**config.mk**
```make
export PLATFORM = sky130hd
export DESIGN_NAME = mmu_fault_regs
export DESIGN_NICKNAME = d
export VERILOG_FILES = /design/src/rtl/mfr_pkg.sv /design/src/rtl/mfr_softrst.sv /design/src/rtl/mfr_irq.sv /design/src/rtl/mmu_fault_regs.sv
export SDC_FILE = /design/constraint.sdc
export NUM_CORES = 1
export LEC_CHECK = 0
export ABC_CLOCK_PERIOD_IN_PS = 1300
export BUFFER_PORTS_ARGS = -buffer_cell sky130_fd_sc_hd__buf_4
export CAP_MARGIN = 20
export CORE_MARGIN = 2
export CORE_UTILIZATION = 44
export DETAILED_ROUTE_END_ITERATION = 7
export PLACE_DENSITY = 0.76
export RECOVER_POWER = 100
export SLEW_MARGIN = 10
export SYNTH_ARGS = -nofsm -noshare
export SYNTH_HDL_FRONTEND = slang
export SYNTH_SLANG_ARGS = --single-unit
export TNS_END_PERCENT = 1
```
**constraint.sdc**
```tcl
create_clock -name clk -period 1.3 [get_ports clk]
set_input_delay 0.26 -clock clk [delete_from_list [all_inputs] [get_ports clk]]
set_output_delay 0.26 -clock clk [all_outputs]
set_load 0.05 [all_outputs]
```
**src/rtl/mfr_pkg.sv**
```systemverilog
package mfr_pkg;
   typedef enum logic [2:0] {
      RA_REV   = 3'd0,
      RA_CFG   = 3'd1,
      RA_SYS   = 3'd2,
      RA_ISTAT = 3'd3,
      RA_IEN   = 3'd4,
      RA_CTRL  = 3'd5,
      RA_FADDR = 3'd6,
      RA_NONE  = 3'd7
   } reg_idx_e;

   typedef enum logic [1:0] {
      IDLE_FORCE = 2'd0,
      IDLE_NONE  = 2'd1,
      IDLE_SMART = 2'd2,
      IDLE_RSVD  = 2'd3
   } idle_mode_e;

   localparam int CFG_AUTOIDLE = 0;
   localparam int CFG_SRST     = 1;
   localparam int CFG_IDLE_LO  = 3;
   localparam int CTRL_XLAT    = 1;
   localparam int CTRL_WALK    = 2;
   localparam int CTRL_EMU     = 3;
endpackage

```
**src/rtl/mfr_softrst.sv**
```systemverilog
module mfr_softrst #(
   parameter int RST_CYCLES = 16
) (
   input  logic clk,
   input  logic rst_n,
   input  logic start,
   output logic busy
);
   localparam int CNT_W = (RST_CYCLES > 2) ? $clog2(RST_CYCLES) : 1;
   localparam logic [CNT_W-1:0] CNT_LOAD = CNT_W'(RST_CYCLES - 1);

   if (RST_CYCLES < 2) begin : g_bad_cycles
      $error("mfr_softrst: RST_CYCLES must be at least 2");
   end

   logic [CNT_W-1:0] cnt_q;
   logic             busy_q;

   always_ff @(posedge clk or negedge rst_n) begin
      if (!rst_n) begin
         busy_q <= 1'b0;
         cnt_q  <= '0;
      end else if (start && !busy_q) begin
         busy_q <= 1'b1;
         cnt_q  <= CNT_LOAD;
      end else if (busy_q) begin
         if (cnt_q == '0) busy_q <= 1'b0;
         else             cnt_q  <= cnt_q - 1'b1;
      end
   end

   assign busy = busy_q;

   // a start always opens the window
   p_start_busy_r8: assert property (@(posedge clk) disable iff (!rst_n)
      start |=> busy_q);
   // the counter never exceeds its load value while busy
   p_cnt_range_r8: assert property (@(posedge clk) disable iff (!rst_n)
      busy_q |-> (cnt_q <= CNT_LOAD));
endmodule

```
**src/rtl/mfr_irq.sv**
```systemverilog
module mfr_irq #(
   parameter int NUM_SRC        = 5,
   parameter int VA_W           = 32,
   parameter bit IRQ_REGISTERED = 1'b0
) (
   input  logic               clk,
   input  logic               rst_n,
   input  logic               hold,
   input  logic [NUM_SRC-1:0] evt,
   input  logic [VA_W-1:0]    va,
   input  logic               clr_we,
   input  logic [NUM_SRC-1:0] clr_mask,
   input  logic               en_we,
   input  logic [NUM_SRC-1:0] en_wdata,
   output logic [NUM_SRC-1:0] status,
   output logic [NUM_SRC-1:0] enable,
   output logic [VA_W-1:0]    faddr,
   output logic               irq
);
   logic [NUM_SRC-1:0] enable_q;
   logic [VA_W-1:0]    faddr_q;
   logic               pending;

   for (genvar i = 0; i < NUM_SRC; i++) begin : g_src
      logic bit_q;
      always_ff @(posedge clk or negedge rst_n) begin
         if (!rst_n)                     bit_q <= 1'b0;
         else if (hold)                  bit_q <= 1'b0;
         else if (evt[i])                bit_q <= 1'b1;
         else if (clr_we && clr_mask[i]) bit_q <= 1'b0;
      end
      assign status[i] = bit_q;
   end

   assign pending = |(status & enable_q);

   always_ff @(posedge clk or negedge rst_n) begin
      if (!rst_n) begin
         enable_q <= '0;
         faddr_q  <= '0;
      end else if (hold) begin
         enable_q <= '0;
         faddr_q  <= '0;
      end else begin
         if (en_we) enable_q <= en_wdata;
         if ((|evt) && !pending) faddr_q <= va;
      end
   end

   if (IRQ_REGISTERED) begin : g_irq_ff
      logic irq_q;
      always_ff @(posedge clk or negedge rst_n) begin
         if (!rst_n) irq_q <= 1'b0;
         else        irq_q <= pending;
      end
      assign irq = irq_q;
   end else begin : g_irq_comb
      assign irq = pending;
   end

   assign enable = enable_q;
   assign faddr  = faddr_q;

   // status bits are sticky without a clear or soft reset
   p_sticky_r2: assert property (@(posedge clk) disable iff (!rst_n)
      (!hold && !clr_we) |=> ((status & $past(status)) == $past(status)));
   // an event always sets its bit
   p_set_r2: assert property (@(posedge clk) disable iff (!rst_n)
      !hold |=> ((status & $past(evt)) == $past(evt)));
   // the first fault address is kept while an enabled fault pends
   p_keep_addr_r5: assert property (@(posedge clk) disable iff (!rst_n)
      (!hold && pending) |=> $stable(faddr_q));
endmodule

```
**src/rtl/mmu_fault_regs.sv**
```systemverilog
module mmu_fault_regs
   import mfr_pkg::*;
#(
   parameter int DATA_W         = 32,
   parameter int VA_W           = 32,
   parameter int NUM_SRC        = 5,
   parameter int RST_CYCLES     = 16,
   parameter int REV_MAJOR      = 1,
   parameter int REV_MINOR      = 1,
   parameter bit IRQ_REGISTERED = 1'b0
) (
   input  logic               clk,
   input  logic               rst_n,
   input  logic               reg_we,
   input  logic [2:0]         reg_addr,
   input  logic [DATA_W-1:0]  reg_wdata,
   output logic [DATA_W-1:0]  reg_rdata,
   input  logic [NUM_SRC-1:0] fault_evt,
   input  logic [VA_W-1:0]    fault_va,
   output logic               irq,
   output logic               xlat_en,
   output logic               walk_en,
   output logic               emu_tlb_en,
   output logic [1:0]         idle_mode,
   output logic               auto_idle
);
   localparam logic [3:0] REV_MAJ4 = REV_MAJOR[3:0];
   localparam logic [3:0] REV_MIN4 = REV_MINOR[3:0];

   if (DATA_W < 8 || VA_W > DATA_W || NUM_SRC < 1 || NUM_SRC > DATA_W) begin : g_bad_width
      $error("mmu_fault_regs: width parameters out of range");
   end
   if (REV_MAJOR > 15 || REV_MINOR > 15) begin : g_bad_rev
      $error("mmu_fault_regs: revision fields are four bits");
   end

   reg_idx_e idx;
   logic     busy, srst_start, hold, wr_ok;
   logic [3:1] ctrl_q;
   idle_mode_e idle_q;
   logic     autoidle_q;
   logic [NUM_SRC-1:0] status, enable;
   logic [VA_W-1:0]    faddr;
   logic [1:0]         wr_idle;

   assign idx        = reg_idx_e'(reg_addr);
   assign wr_ok      = reg_we && !busy;
   assign srst_start = wr_ok && (idx == RA_CFG) && reg_wdata[CFG_SRST];
   assign hold       = srst_start || busy;
   assign wr_idle    = reg_wdata[CFG_IDLE_LO +: 2];

   mfr_softrst #(.RST_CYCLES(RST_CYCLES)) i_softrst (
      .clk   (clk),
      .rst_n (rst_n),
      .start (srst_start),
      .busy  (busy)
   );

   mfr_irq #(
      .NUM_SRC        (NUM_SRC),
      .VA_W           (VA_W),
      .IRQ_REGISTERED (IRQ_REGISTERED)
   ) i_irq (
      .clk      (clk),
      .rst_n    (rst_n),
      .hold     (hold),
      .evt      (fault_evt),
      .va       (fault_va),
      .clr_we   (wr_ok && (idx == RA_ISTAT)),
      .clr_mask (reg_wdata[NUM_SRC-1:0]),
      .en_we    (wr_ok && (idx == RA_IEN)),
      .en_wdata (reg_wdata[NUM_SRC-1:0]),
      .status   (status),
      .enable   (enable),
      .faddr    (faddr),
      .irq      (irq)
   );

   always_ff @(posedge clk or negedge rst_n) begin
      if (!rst_n) begin
         ctrl_q     <= '0;
         idle_q     <= IDLE_FORCE;
         autoidle_q <= 1'b0;
      end else if (hold) begin
         ctrl_q     <= '0;
         idle_q     <= IDLE_FORCE;
         autoidle_q <= 1'b0;
      end else if (wr_ok) begin
         if (idx == RA_CTRL) ctrl_q <= reg_wdata[CTRL_EMU:CTRL_XLAT];
         if (idx == RA_CFG) begin
            autoidle_q <= reg_wdata[CFG_AUTOIDLE];
            if (wr_idle != IDLE_RSVD) idle_q <= idle_mode_e'(wr_idle);
         end
      end
   end

   always_comb begin
      reg_rdata = '0;
      unique case (idx)
         RA_REV:   reg_rdata[7:0] = {REV_MAJ4, REV_MIN4};
         RA_CFG: begin
            reg_rdata[CFG_AUTOIDLE]       = autoidle_q;
            reg_rdata[CFG_SRST]           = busy;
            reg_rdata[CFG_IDLE_LO +: 2]   = idle_q;
         end
         RA_SYS:   reg_rdata[0] = !busy;
         RA_ISTAT: reg_rdata[NUM_SRC-1:0] = status;
         RA_IEN:   reg_rdata[NUM_SRC-1:0] = enable;
         RA_CTRL:  reg_rdata[CTRL_EMU:CTRL_XLAT] = ctrl_q;
         RA_FADDR: reg_rdata[VA_W-1:0] = faddr;
         default:  reg_rdata = '0;
      endcase
   end

   assign xlat_en    = ctrl_q[CTRL_XLAT];
   assign walk_en    = ctrl_q[CTRL_WALK] && ctrl_q[CTRL_XLAT];
   assign emu_tlb_en = ctrl_q[CTRL_EMU];
   assign idle_mode  = idle_q;
   assign auto_idle  = autoidle_q;

   logic unused_wdata;
   assign unused_wdata = ^reg_wdata;

   // nothing leaves its default while the reset window is open
   p_hold_defaults_r9: assert property (@(posedge clk) disable iff (!rst_n)
      busy |-> (status == '0 && enable == '0 && faddr == '0 && ctrl_q == '0));
   // the reserved idle code is never stored
   p_idle_legal_r7: assert property (@(posedge clk) disable iff (!rst_n)
      idle_q != IDLE_RSVD);
   // a start closes all interrupts at the next edge
   p_srst_irq_r8: assert property (@(posedge clk) disable iff (!rst_n)
      srst_start |=> (status == '0));
endmodule

```
### Word level (Yosys, flattened, before mapping)

Index checks and enable logic that the tools add are counted.

* register bits: 53

* multiplexer cells: 42
* bitwise gates (word level): 1
* equal/unequal tests: 8
* $add $sub $neg: 1
* reduce and logical (&&, ||, !) cells: 36

Operator list (count)
* 32-bit two-way mux: 2
* 24-bit two-way mux: 1
* 1-bit two-way mux: 21
* 1-bit one-hot mux with 5 select lines: 3
* 3-bit nonzero test: 5
* 2-bit nonzero test: 7
* 1-bit logical AND: 13
* 3-bit two-way mux: 4
* 4-bit two-way mux: 3
* 5-bit two-way mux: 2
* 5-bit OR reduction: 2
* 3-bit == test, second input constant: 3
* 2-bit two-way mux: 4
* 3-bit by 2-bit == test with 1-bit output, second input constant: 2
* 1-bit one-hot mux with 6 select lines: 1
* 2-bit AND reduction: 3
* 5-bit bitwise AND: 1
* 4-bit zero test: 1
* 1-bit one-hot mux with 4 select lines: 1
* 4-bit by 1-bit subtractor with 4-bit output, second input constant: 1
* 3-bit by 1-bit == test with 1-bit output, second input constant: 1
* 3-bit zero test: 1
* 3-bit AND reduction: 1
* 1-bit zero test: 2
* other kinds (3): 3

### Logic depth before layout (Yosys ltp)

* depth in word-level cells: 7
* gate-level depth with buffers: 7

### Hierarchy

From an unflattened synthesis, not the netlist that was laid out.

* cells, all modules: 309
* area, all modules: 3123.0 µm²

By module, submodules not included
* mfr_irq: seq. area each 1051.0 µm², instances 1, area an instance 2069.5 µm², cells an instance 186
* mmu_fault_regs: seq. area each 150.1 µm², instances 1, area an instance 792.0 µm², cells an instance 98
* mfr_softrst: seq. area each 125.1 µm², instances 1, area an instance 261.5 µm², cells an instance 25

### Worst setup path after synthesis

Ideal clock, no wire load.

* path kind: input to output
* start point: in reg_addr[1]
* end point: out reg_rdata[1]
* data arrival time: 1.804 ns
* stages: 4
* setup slack: -0.764 ns
* required time: 1.040 ns
* cells stage by stage: buf_4 clkbuf_1 mux2i_1 o21ai_0

* cells in the longest elaborated chain, start to end: 2

Ends and longest elaborated chain
* start, declared: RTL line mmu_fault_regs.sv:15 `input logic [2:0] reg_addr,`
* 3-bit == test (tied with other cells): RTL line mmu_fault_regs.sv:99 `unique case (idx)`
* 1-bit one-hot mux with 5 select lines (*): RTL line mmu_fault_regs.sv:99
* end, declared: RTL line mmu_fault_regs.sv:17 `output logic [DATA_W-1:0] reg_rdata,`

Every way passes the cells marked *; elsewhere a longest branch is shown, timed or not.

### Worst setup path after layout

* start point: reg i_irq.enable_q[0] (netlist: i_irq.enable[0])
* end point: out reg_rdata[0]

* cells in the longest elaborated chain, start to end: 1

Ends and longest elaborated chain
* start, declared: RTL line mfr_irq.sv:20 `logic [NUM_SRC-1:0] enable_q;`
* start signal, assigned: RTL line mfr_irq.sv:45 `if (en_we) enable_q <= en_wdata;`
* 1-bit one-hot mux with 6 select lines: RTL line mmu_fault_regs.sv:99

Every way passes these cells.

==> summary.md <==
| Metric | Value |
|---|---|
| Final Core Density | `around 66%` |
| Fill cells | `502` |
| Die width | `between 80 and 90 µm` |
| Slew Limit Fails | `0` |
| Arrival @ worst endpoint | `around 1.7 ns` |
| Area of the mapped netlist | `~0.0029 mm²` |
| CTS Buffer Depth | `2` |
| WL per Instance | `~17 µm` |
| Synth Instances | `a little over 300` |
| Setup TNS | `-15.63 ns` |
| Drt first pass iters | `4` |
| Lkg Pwr | `0.002057 µW` |
| Initial Utilization | `between 40% and 50%` |
| RSZ-0062 raised after global routing | `yes` |
| Total Nets Final | `~500` |
| Worst slew margin | `57.76%` |
| WP data required | `about 1.0 ns` |
| DR iter-0 viols | `approximately 260` |
| Via/cell ratio | `approximately 5.6` |
| Total CTS buffers | `5` |
| Hold Path Class | `input port to flip-flop` |
| Final period demand of the worst path | `approximately 2.0 ns` |
| Peak supply drop | `between 0.001 and 0.0015 V` |
| Fin crit share | `150.0%` |
| CTS root buffer | `clkbuf_8` |
| Core box area | `between 0.006 and 0.007 mm²` |
| Kind of critical path | `flip-flop to primary output` |
| H-tree levels | `2` |
| CP Launch Type | `flip-flop` |
| Adder-cell share of the synthesized area | `roughly 1.3%` |
| Worst setup margin | `-0.6503 ns` |
| Slowest CP cell | `dfrtp_1` |
| Layout cells sized above 1 | `41.63%` |
| Syn_nets | `386` |
| Slew @ Worst Pin | `0.6336 ns` |
| Ant. Diodes | `0` |
| Buf/Inv on CP | `2` |
| Compound-Gate Fraction of Synth Area | `a little under a fifth` |
| WL final | `about 8.4 mm` |
| Commonest cells post-synth | `dfrtp_1 (53), nand3_1 (36), a21oi_1 (33)` |
| Multi-input logic area | `~0.0015 mm²` |
| Hold Vio Cnt, Final | `0` |
| ANT nets after route | `0` |
| Sequential area share after synthesis | `45.83%` |
| Max-cap violations | `0` |
| Boundary Pins | `114` |
| Synth async-reset ratio | `100.0%` |
| Most frequent CP cell | `buf_4` |
| GP Congestion | `around 0.95` |
| Fmax | `between 0.5 and 0.6 GHz` |
| CTS sink count | `53` |
| DRC Markers | `0` |
| Reg area | `~0.0013 mm²` |
| Largest cells by area after synthesis | `dfrtp_1 (46%), nand3_1 (6.2%), and3_1 (6.1%)` |
| Synth Area in XOR/XNOR | `less than 1%` |
| Vias in the first global route | `2878` |
| Die height | `85.10 µm` |
| Crit-path cells | `mux2_2 > a221oi_1 > buf_4 > nor2_4 > buf_4` |
| #FFs+latches synth | `53` |
| Failing checks | `setup timing` |
| Post-synthesis simple-gate area fraction | `about a fifth` |
| Mux share of post-synthesis cell area | `5.664%` |
| Status | `finished with violations` |
| Mean Syn Cell Area | `9.396 µm²` |
| Worst Path Max Fanout | `3` |
| Synth cell types | `45` |
| Slowest stage delay, CP | `0.41 ns` |
| Number of port buffers | `between 80 and 90` |
| Largest family of logic cells by synthesized area | `simple AND/OR/NAND/NOR gates` |
| Worst-Skew Late Latency | `just over 0.3 ns` |
| Largest delay contributor family on the critical path | `flip-flops` |
| CTS tree | `done` |
| Row cnt | `29` |
| EDFF count, synth | `0` |
| Detailed placement HPWL | `a little under 6 mm` |
| Gr usage total | `a little under a quarter` |
| Final setup fails | `70` |
| CP Capture Type | `primary output` |
| Clk slew on worst S/H paths | `about 0.09 ns` |
| First-pass GRT wire length | `approximately 14 mm` |
| Post-synth top area share | `roughly 46%` |
| Syn. warnings | `0` |
| Via count | `2778` |
| Pwr/cell area | `1789 mW/mm²` |
| Initial antenna violation count | `0` |
| Maximum number of pins on one net before global-route repair | `34` |
| Cell taking the most area after synthesis | `dfrtp_1` |
| Most frequent cell after synthesis | `dfrtp_1` |
| Synthesis-to-layout area growth | `44.57%` |
| Synth Flop Type | `dfrtp_1` |
| Die area | `0.007242 mm²` |
| Grt ovf | `0` |
| Final setup skew | `around 0.0039 ns` |
==> cells by family after synthesis <==
family,Yosys count
AOI/OAI and AO/OA,91
xor gates and xnor gates,3
adders and majority gates,3
buffers and inverters,35
DFF,53
muxes,16
and+or+nand+nor,107
==> per-layer routing <==
metal	vias to the layer above	GRT usage, %	share of wire [%]	routed length, µm
met5	-	0	0	0
li1	1318	-	-	-
met2	94	39.06	50	4207
met4	0	8.947	1.9	157
met1	1353	30.70	43	3557
met3	13	4.669	5.3	445
==> worst paths after layout <==
| path | from | to | slack [ns] | cells past startpoint |
|---|---|---|---|---|
| worst max-delay path | i_irq.enable[0] | reg_rdata[0] | -0.65 | 5 |
| worst min-delay path | fault_evt[3] | i_irq.g_src[3].bit_q | 0.18 | 2 |
| worst max register to register | i_irq.g_src[2].bit_q | i_irq.faddr[19] | -0.23 | 5 |
| worst min register to register | i_irq.faddr[10] | i_irq.faddr[10] | 0.54 | 2 |
| max in group asynchronous | rst_n | i_irq.faddr[16] | 0.12 | 3 |
| min in group asynchronous | rst_n | i_irq.g_src[4].bit_q | 0.49 | 2 |
==> repair_timing <==
| item | in CTS | in global routing |
|---|---|---|
| resized for setup | 50 | 25 |
| hold endpoints to repair | 21 | 0 |
| pin swaps | 5 | 6 |
| buffers inserted | 0 | 0 |
| hold buffers | 1 | 0 |
| endpoints found under the setup margin | 81 | 90 |
==> metrics by stage <==
| step | setup WS, ns | power [µW] | hold WS (ns) | instances | instance area [µm²] |
|---|---|---|---|---|---|
| floorplan | -0.2832 | 5084 | -0.03559 | 308 | 2958 |
| global placement | -0.3757 | 5976 | 0.1908 | 487 | 3864 |
| detailed placement | -0.4187 | 6089 | 0.1903 | 487 | 3864 |
| CTS | -0.6743 | 7390 | 0.1683 | 495 | 4146 |
| global route | -0.7624 | 7946 | 0.1671 | 495 | 4184 |
| finish | -0.6503 | 7487 | 0.1755 | 495 | 4184 |
==> final cells by class <==
type	instances	share of cell area, %
Tap cell	77	2.303
Sequential cell	53	31.70
Timing Repair Buffer	134	28.26
Clock buffer	5	1.645
Clock inverter	2	0.8373
Inverter	4	0.4785
Multi-Input combinational cell	220	34.78
==> sequential cells by signal, summed over array words and instances, names as in the netlist <==
name	count
auto_idle	1
i_irq.enable	5
i_softrst.busy	1
i_irq.g_src.bit_q	5
ctrl_q	3
i_softrst.cnt_q	4
idle_mode	2
i_irq.faddr	32
==> report_power, final <==
group	switching [µW]	leakage, µW	internal, µW	total (µW)
Combinational	2090	0.00133	1610	3700
Sequential	378	0.000671	2310	2690
Clock	538	0.0000540	561	1100
==> placed cells by master (no fill, tap or decap), types with 9 or more instances in the layout <==
| cell | count |
|---|---|
| dfrtp_1 | 53 |
| nand2_1 | 9 |
| mux2i_1 | 12 |
| buf_4 | 87 |
| o21ai_1 | 32 |
| nand3_1 | 35 |
| and3_1 | 24 |
| a21oi_1 | 29 |
| buf_6 | 34 |
| nor2_1 | 12 |
(Power assumes the default switching activity.)
